--- config.mk ---
export PLATFORM = sky130hd
export DESIGN_NAME = seed_index_builder
export DESIGN_NICKNAME = d
export VERILOG_FILES = /design/src/rtl/sib_pkg.sv /design/src/rtl/sib_clear_walker.sv /design/src/rtl/sib_append_ctrl.sv /design/src/rtl/sib_mem_port.sv /design/src/rtl/seed_index_builder.sv
export SDC_FILE = /design/constraint.sdc
export NUM_CORES = 1
export LEC_CHECK = 0
export ABC_AREA = 1
export BUFFER_PORTS_ARGS = -buffer_cell sky130_fd_sc_hd__buf_2
export CORE_MARGIN = 2
export CORE_UTILIZATION = 35
export CTS_CLUSTER_SIZE = 25
export DETAILED_ROUTE_END_ITERATION = 10
export GPL_TIMING_DRIVEN = 0
export HOLD_SLACK_MARGIN = 0.08
export PLACE_DENSITY = 0.72
export SYNTH_ARGS = -nofsm -noshare
export SYNTH_HDL_FRONTEND = slang
export SYNTH_SLANG_ARGS = --single-unit
--- constraint.sdc ---
create_clock -name clk -period 1.78 [get_ports clk]
set_clock_uncertainty 0.2 [all_clocks]
set_input_delay 0.178 -clock clk [delete_from_list [all_inputs] [get_ports clk]]
set_output_delay 0.178 -clock clk [all_outputs]
set_load 0.1 [all_outputs]
--- src/rtl/sib_pkg.sv ---
// Shared types for the seed index table builder.
// Assumes: used by all sib_* modules; no parameters live here.
package sib_pkg;
    // Control states of the append engine.
    typedef enum logic [1:0] {
        ST_IDLE,
        ST_CHK,
        ST_WPOS,
        ST_CLR
    } sib_state_e;

    // Memory operation requested by the control for the current cycle.
    typedef enum logic [2:0] {
        OP_NONE,
        OP_RD_CNT,
        OP_WR_CNT,
        OP_WR_POS,
        OP_CLR
    } sib_op_e;
endpackage

--- src/rtl/sib_clear_walker.sv ---
// Seed counter for the clear pass: steps through every seed once.
// Assumes: the number of seeds is a power of two, so the counter wraps
// back to zero by itself after the last seed and needs no reload.
module sib_clear_walker #(
    parameter int SEED_W = 4
) (
    input  logic              clk,
    input  logic              rst_n,
    input  logic              step,
    output logic [SEED_W-1:0] idx,
    output logic              last
);
    // Advance to the next seed on every clear cycle.
    always_ff @(posedge clk) begin
        if (!rst_n) begin
            idx <= '0;
        end else if (step) begin
            idx <= idx + 1'b1;
        end
    end

    // Flag the final seed so the pass can end.
    always_comb begin
        last = &idx;
    end
endmodule

--- src/rtl/sib_append_ctrl.sv ---
// Control for the counted append: count read, count write-back, position write.
// Also sequences the clear pass.
// Assumes: memory read data is valid exactly one cycle after the address,
// and nothing else writes the memory while a pair is in flight.
module sib_append_ctrl
    import sib_pkg::*;
#(
    parameter int SEED_W  = 4,
    parameter int DATA_W  = 32,
    parameter int CAP     = 3,
    parameter int SLOT_LG = 2
) (
    input  logic               clk,
    input  logic               rst_n,
    input  logic               clear_start,
    input  logic               in_valid,
    input  logic [SEED_W-1:0]  in_seed,
    input  logic [DATA_W-1:0]  in_pos,
    input  logic [DATA_W-1:0]  mem_rdata,
    input  logic [SEED_W-1:0]  clr_idx,
    input  logic               clr_last,
    output logic               in_ready,
    output sib_state_e         state,
    output sib_op_e            op,
    output logic [SEED_W-1:0]  op_seed,
    output logic [SLOT_LG-1:0] op_word,
    output logic [DATA_W-1:0]  op_data,
    output logic               ovf
);
    sib_state_e         nxt_state;
    logic [SEED_W-1:0]  seed_q;
    logic [DATA_W-1:0]  pos_q;
    logic [SLOT_LG-1:0] slot_q;
    logic [DATA_W-1:0]  cnt_inc;
    logic               full;
    logic               accept;

    // Count arithmetic on the word returned by memory.
    always_comb begin
        cnt_inc = mem_rdata + DATA_W'(1);
        full    = (mem_rdata >= DATA_W'(CAP));
    end

    // Handshake: accept only when idle and no clear is being requested.
    always_comb begin
        in_ready = rst_n && (state == ST_IDLE) && !clear_start;
        accept   = in_ready && in_valid;
        ovf      = (state == ST_CHK) && full;
    end

    // Next state and the memory operation for this cycle.
    always_comb begin
        nxt_state = state;
        op        = OP_NONE;
        op_seed   = seed_q;
        op_word   = '0;
        op_data   = '0;
        unique case (state)
            ST_IDLE: begin
                if (clear_start) begin
                    nxt_state = ST_CLR;
                end else if (in_valid) begin
                    nxt_state = ST_CHK;
                    op        = OP_RD_CNT;
                    op_seed   = in_seed;
                end
            end
            ST_CHK: begin
                if (full) begin
                    nxt_state = ST_IDLE;
                end else begin
                    nxt_state = ST_WPOS;
                    op        = OP_WR_CNT;
                    op_data   = cnt_inc;
                end
            end
            ST_WPOS: begin
                nxt_state = ST_IDLE;
                op        = OP_WR_POS;
                op_word   = slot_q;
                op_data   = pos_q;
            end
            ST_CLR: begin
                op      = OP_CLR;
                op_seed = clr_idx;
                if (clr_last) begin
                    nxt_state = ST_IDLE;
                end
            end
            default: nxt_state = ST_IDLE;
        endcase
    end

    // State register and capture of the pair and its target word.
    always_ff @(posedge clk) begin
        if (!rst_n) begin
            state  <= ST_IDLE;
            seed_q <= '0;
            pos_q  <= '0;
            slot_q <= '0;
        end else begin
            state <= nxt_state;
            if (accept) begin
                seed_q <= in_seed;
                pos_q  <= in_pos;
            end
            if (state == ST_CHK) begin
                slot_q <= cnt_inc[SLOT_LG-1:0];
            end
        end
    end
endmodule

--- src/rtl/sib_mem_port.sv ---
// Turns a control operation into memory port signals.
// The address is the seed concatenated with the word index inside its region.
// Assumes: the region stride is a power of two, so no multiplier is needed.
module sib_mem_port
    import sib_pkg::*;
#(
    parameter int SEED_W  = 4,
    parameter int DATA_W  = 32,
    parameter int SLOT_LG = 2
) (
    input  sib_op_e                   op,
    input  logic [SEED_W-1:0]         op_seed,
    input  logic [SLOT_LG-1:0]        op_word,
    input  logic [DATA_W-1:0]         op_data,
    output logic [SEED_W+SLOT_LG-1:0] mem_addr,
    output logic                      mem_we,
    output logic [DATA_W-1:0]         mem_wdata
);
    // Address formation and write decode.
    always_comb begin
        mem_addr  = {op_seed, op_word};
        mem_we    = (op == OP_WR_CNT) || (op == OP_WR_POS) || (op == OP_CLR);
        mem_wdata = op_data;
    end
endmodule

--- src/rtl/seed_index_builder.sv ---
// Top of the seed index table builder: appends positions to per-seed arrays
// in an external memory, and clears all count words on request.
// Assumes: single-port synchronous memory with one-cycle read latency, and
// CAP >= 1. Region stride is 2^ceil(log2(CAP+1)) words.
module seed_index_builder
    import sib_pkg::*;
#(
    parameter int SEED_W = 4,
    parameter int DATA_W = 32,
    parameter int CAP    = 3,
    localparam int SLOT_LG = $clog2(CAP + 1),
    localparam int ADDR_W  = SEED_W + SLOT_LG
) (
    input  logic              clk,
    input  logic              rst_n,
    input  logic              clear_start,
    output logic              clear_busy,
    input  logic              in_valid,
    output logic              in_ready,
    input  logic [SEED_W-1:0] in_seed,
    input  logic [DATA_W-1:0] in_pos,
    output logic [ADDR_W-1:0] mem_addr,
    output logic              mem_we,
    output logic [DATA_W-1:0] mem_wdata,
    input  logic [DATA_W-1:0] mem_rdata,
    output logic              ovf
);
    sib_state_e         state;
    sib_op_e            op;
    logic [SEED_W-1:0]  op_seed;
    logic [SLOT_LG-1:0] op_word;
    logic [DATA_W-1:0]  op_data;
    logic [SEED_W-1:0]  clr_idx;
    logic               clr_last;

    // Clear pass is active exactly in the clear state.
    always_comb begin
        clear_busy = (state == ST_CLR);
    end

    sib_clear_walker #(.SEED_W(SEED_W)) walker_i (
        .clk   (clk),
        .rst_n (rst_n),
        .step  (clear_busy),
        .idx   (clr_idx),
        .last  (clr_last)
    );

    sib_append_ctrl #(
        .SEED_W (SEED_W),
        .DATA_W (DATA_W),
        .CAP    (CAP),
        .SLOT_LG(SLOT_LG)
    ) ctrl_i (
        .clk        (clk),
        .rst_n      (rst_n),
        .clear_start(clear_start),
        .in_valid   (in_valid),
        .in_seed    (in_seed),
        .in_pos     (in_pos),
        .mem_rdata  (mem_rdata),
        .clr_idx    (clr_idx),
        .clr_last   (clr_last),
        .in_ready   (in_ready),
        .state      (state),
        .op         (op),
        .op_seed    (op_seed),
        .op_word    (op_word),
        .op_data    (op_data),
        .ovf        (ovf)
    );

    sib_mem_port #(
        .SEED_W (SEED_W),
        .DATA_W (DATA_W),
        .SLOT_LG(SLOT_LG)
    ) port_i (
        .op       (op),
        .op_seed  (op_seed),
        .op_word  (op_word),
        .op_data  (op_data),
        .mem_addr (mem_addr),
        .mem_we   (mem_we),
        .mem_wdata(mem_wdata)
    );
endmodule

### Yosys cells after proc, flatten, opt, wreduce, memory -nomap -nowiden

Index checks and enable logic that the tools add are counted.

* muxes and demuxes: 15
* eq/ne operators: 8
* add/subtract/negate cells: 2
* reductions and logical operators: 10
* magnitude comparators: 1

Operator list (number)
* case mux 32 bit (2 select lines): 1
* adder 32 x 1 -> 32 bit, second input constant: 1
* >= comparator 32 x 2 -> 1 bit, second input constant: 1
* two-way mux 32 bit: 1
* two-way mux 2 bit: 6
* case mux 3 bit (4 select lines): 1
* two-way mux 4 bit: 2
* case mux 2 bit (4 select lines): 1
* case mux 4 bit (2 select lines): 1
* == test 3 x 2 -> 1 bit, second input constant: 2
* adder 4 x 1 -> 4 bit, second input constant: 1
* == test 2 bit, second input constant: 2
* logical AND 1 bit: 4
* AND reduction 4 bit: 1
* == test 3 bit, second input constant: 1
* two-way mux 3 bit: 1
* inequality test 3 bit, second input constant: 1
* == test 2 x 1 -> 1 bit, second input constant: 1
* zero test 2 bit: 1
* logical OR 1 bit: 2
* inequality test 2 x 1 -> 1 bit, second input constant: 1
* AND reduction 2 bit: 1
* zero test 1 bit: 1
* two-way mux 1 bit: 1

* input port bits: 72
* bits in registers: 44
* logic and storage cells: 41
* output and inout bits: 42

### Longest topological paths before layout

* depth after elaboration: 6
* depth in mapped cells: 11
* mapped depth without buffers: 10

### Modules after synthesis

Synthesis repeated with hierarchy kept, for this count alone.

* cell total of the unflattened synthesis: 391
* area total of the unflattened synthesis: 2544.9 um^2

Modules (own cells, without submodules)
* sib_append_ctrl: area each 2060.7 um^2, cells an instance 323, seq. area each 800.8 um^2, instances 1
* sib_mem_port: area each 304.0 um^2, cells an instance 43, seq. area each 0.0 um^2, instances 1
* sib_clear_walker: area each 172.7 um^2, cells an instance 23, seq. area each 80.1 um^2, instances 1
* seed_index_builder: area each 7.5 um^2, cells an instance 2, seq. area each 0.0 um^2, instances 1

### Least setup slack after synthesis

OpenSTA, ideal clock, no wires.

* kind: reg-to-output
* from: register ctrl_i.state[0]
* to: output port mem_wdata[11]
* stages on the path, launching flop included: 6
* slack: -1.833 ns
* arrival: 3.235 ns
* data required time: 1.402 ns
* buffers on the path: 1
* path through: dfxtp_1 > inv_1 > ha_1 > clkinv_1 > clkbuf_1 > nor3_1

* cells in the longest elaborated chain, start to end: 2
* elaborated cells between the ends (all ways): 3
* those cells by class: eq/ne: 2; mux: 1

RTL lines
* start: declaration: RTL line sib_append_ctrl.sv:23 `output sib_state_e state,`
* start signal: assignment: RTL line sib_append_ctrl.sv:102 `state <= nxt_state;`
* == test 2 bit / == test 2 x 1 -> 1 bit (equally long branches): RTL line sib_append_ctrl.sv:58 `unique case (state)`
* case mux 32 bit (2 select lines) *: RTL line sib_append_ctrl.sv:58
* end: declaration: RTL line seed_index_builder.sv:24 `output logic [DATA_W-1:0] mem_wdata,`

Mark *: on every way between the ends. The rest lies on a longest branch, timed or not.

### Worst setup path after layout

* from: register ctrl_i.state[1]
* to: output port mem_wdata[14]

Same word-level chain as after synthesis.

==> flow_summary.ini <==
[global_routing]
grt_overflow = 0
grt_max_degree = 13
grt_pass1_vias = 3200
grt_pass1_wl_um = 14600
track_usage = 0.262
grt_antenna_before_repair = 0

[clock_network]
cts_root_buf = clkbuf_8
clkSinkCount = 44
cts.htree.levels = 2
numCtsBuffers = 5
cts.clk_slew.worst_paths_ns = 0.07
clk_latency_ns = 0.29
cts_buffer_depth = 2
cts_tree = yes

[outcome]
status = finished, violations left
violations = setup timing

[job]
max_cap_violations = 0

[floorplan]
fp.dieW_um = 83.9
ios = 114
die_area_um2 = 7040
core-area_um2 = 6280
num_rows = 29
die_h_um = 83.9
start_util = 0.356

[final_layout]
mostFrequentLayoutCells = 101 x nand2_1, 71 x buf_2, 44 x buf_12, 42 x dfxtp_1, 39 x a21oi_1
fin_area_um2 = 4910
fillCellCount = 383
layout-drive-gt1-share = 0.458
finalNetCount = 610
layout_commonest_cell = nand2_1
diodes = 0
syn2layout_area_growth_pct = 120

[logic_synthesis]
synth_area_leader_cell = dfxtp_1
synth_xor_area_frac = 0
synthMuxAreaShare = 0
ys_top_cells_by_area = dfxtp_1 39%, nand2_1 19%, a21oi_1 9.9%, nor2_1 8.9%, inv_1 4.4%
synth_compound_gate_area_share = 0.148
synthAdderAreaFrac = 0.0392
yosysSeqAreaShare = 0.394
syn_inst = 346
syn_area_um2 = 2230
synth_top_area_share = 0.394
syn-num-nets = 425
post_synth_num_cell_types = 25
avgSynthCellArea_um2 = 6.45
yosysWarnings = 0
ys_ff_latch = 44
synth_simple_gate_area_frac = 0.331
synth_top_family_by_area = simple AND/OR/NAND/NOR gates

[pwr]
ir_drop_mv = 0.678
power_density_nw_per_um2 = 1100
p_leak_nw = 2.03
power.total_mw = 5.38

[hold_path]
hold_path.class = input port to register

[critical_path]
max_stage_delay_ns = 0.39
worst_ep_required_time_ns = 1.40
crit_path_end_kind = output pin
path_cells = inv_4 > ha_4 > clkinv_8 > buf_6 > clkbuf_16 > nor2_4 > buf_12
crit_type = register to output pin
cp.arrival_ns = 1.76
cp-start-kind = register
worstPathMaxFanout = 9
slowest_stage = dfxtp_4

[timing]
finalCritPeriodShare = 1.20
holdWs_ns = 0.117
tightest_slew_ns = 0.643
hold_viol_final = 0
maxSlewViolCount = 0
fmax_ghz = 0.469
fin_setup_tns_ns = -11.22
fin_crit_ns = 2.13
setup_viol = 41
timing.final.ws_setup_ns = -0.353
slew_headroom = 0.571
rsz0062_at_grt = yes

[placement]
placed_area_um2 = 3280
gp_congestion = 0.855
io_buffers = 113
dp_hpwl_um = 5150

[routing]
first_pass_iters = 4
drt_wl_total_um = 10300
route.vias.total = 3075
routed_via_density = 5.07
detail_route.wl_per_cell_um = 17.0
drcViolationCount = 0
ant_nets = 0
drt_iter0_drc = 179
[critical path: cells and delay by family, from the launching register on]
kind	cells	cell delay (ns)
and+or+nand+nor	1	0.14
buffers and inverters	5	0.61
adders and majority gates	1	0.30
DFF	1	0.39
[metal layers]
layer	vias up	track usage	share of wire
met5	-	0	0
met4	0	0.130	0.040
met3	35	0.0702	0.062
met2	148	0.492	0.54
met1	1438	0.262	0.36
li1	1454	-	-
[worst paths after layout]
| path | from | end | slack [ns] | cells after the start |
|---|---|---|---|---|
| max reg2reg | ctrl_i.state[0]$_SDFFE_PN0P_ | ctrl_i.state[1]$_SDFFE_PN0P_ | -0.07 | 9 |
| min reg2reg | ctrl_i.pos_q[24]$_SDFFE_PN0P_ | ctrl_i.pos_q[24]$_SDFFE_PN0P_ | 0.27 | 2 |
| min | mem_rdata[1] | ctrl_i.slot_q[1]$_SDFFE_PN0P_ | 0.12 | 4 |
| max | ctrl_i.state[1]$_SDFFE_PN0P_ | mem_wdata[14] | -0.35 | 7 |
[final cells by class]
class	instances	area, um^2	share of cell area
well taps	77	96.3	0.0196
clock buffers	6	93.8	0.0191
flip-flops and latches	44	888	0.181
plain buffers	15	175	0.0357
multi-input cells	256	1640	0.333
inverters	30	156	0.0319
repair buffers	179	1860	0.379
[per-stage QoR]
step,setup slack (ns),cells,util
5_1_grt,-0.423,607,0.782
2_1_floorplan,-0.372,346,-
3_3_place_gp,-0.389,536,0.523
4_1_cts,-0.350,596,0.734
6_report,-0.353,607,0.782
3_5_place_dp,-0.410,536,0.523
[cells in the mapped netlist]
| library cell | count |
|---|---|
| nor2_1 | 53 |
| buf_2 | 4 |
| clkbuf_1 | 7 |
| a21oi_2 | 1 |
| buf_4 | 2 |
| buf_6 | 1 |
| o21ai_0 | 14 |
| buf_1 | 2 |
| nand2_4 | 1 |
| clkinv_1 | 2 |
| o31ai_1 | 1 |
| o21ai_2 | 2 |
| inv_2 | 1 |
| nor2_2 | 1 |
| nand3_1 | 3 |
| nand2_2 | 4 |
| inv_1 | 26 |
| ha_1 | 7 |
| dfxtp_1 | 44 |
| a22oi_1 | 1 |
| nand2_1 | 115 |
| a21oi_1 | 44 |
| nor3_1 | 8 |
| clkinv_2 | 1 |
| nor2_4 | 1 |
[flip-flops by register name (all words and copies together), names as in the netlist]
register,flops
ctrl_i.pos_q,32
ctrl_i.seed_q,4
ctrl_i.state,2
walker_i.idx,4
ctrl_i.slot_q,2
[timing repair]
item / CTS / global route
setup buffers: 15 / 11
pin swaps: 6 / 20
hold endpoints to repair: 38 / 0
gates cloned: 1 / 2
endpoints found under the setup margin: 42 / 62
hold buffers: 38 / 0
resized for setup: 192 / 52
[power breakdown]
| group | switching [mW] | internal (mW) |
|---|---|---|
| registers | 0.0882 | 1.10 |
| clock network | 0.334 | 0.347 |
| logic | 2.01 | 1.50 |
[cells by family (layout without fill, tap and decap cells)]
kind of cell | Yosys count | count (layout)
AND/OR/NAND/NOR | 186 | 186
flip-flops | 44 | 44
adder cells (fa/ha/maj) | 7 | 7
AO/OA/AOI/OAI | 63 | 63
buffers and inverters | 46 | 230
Note: power is estimated with default switching activity, not from simulation.
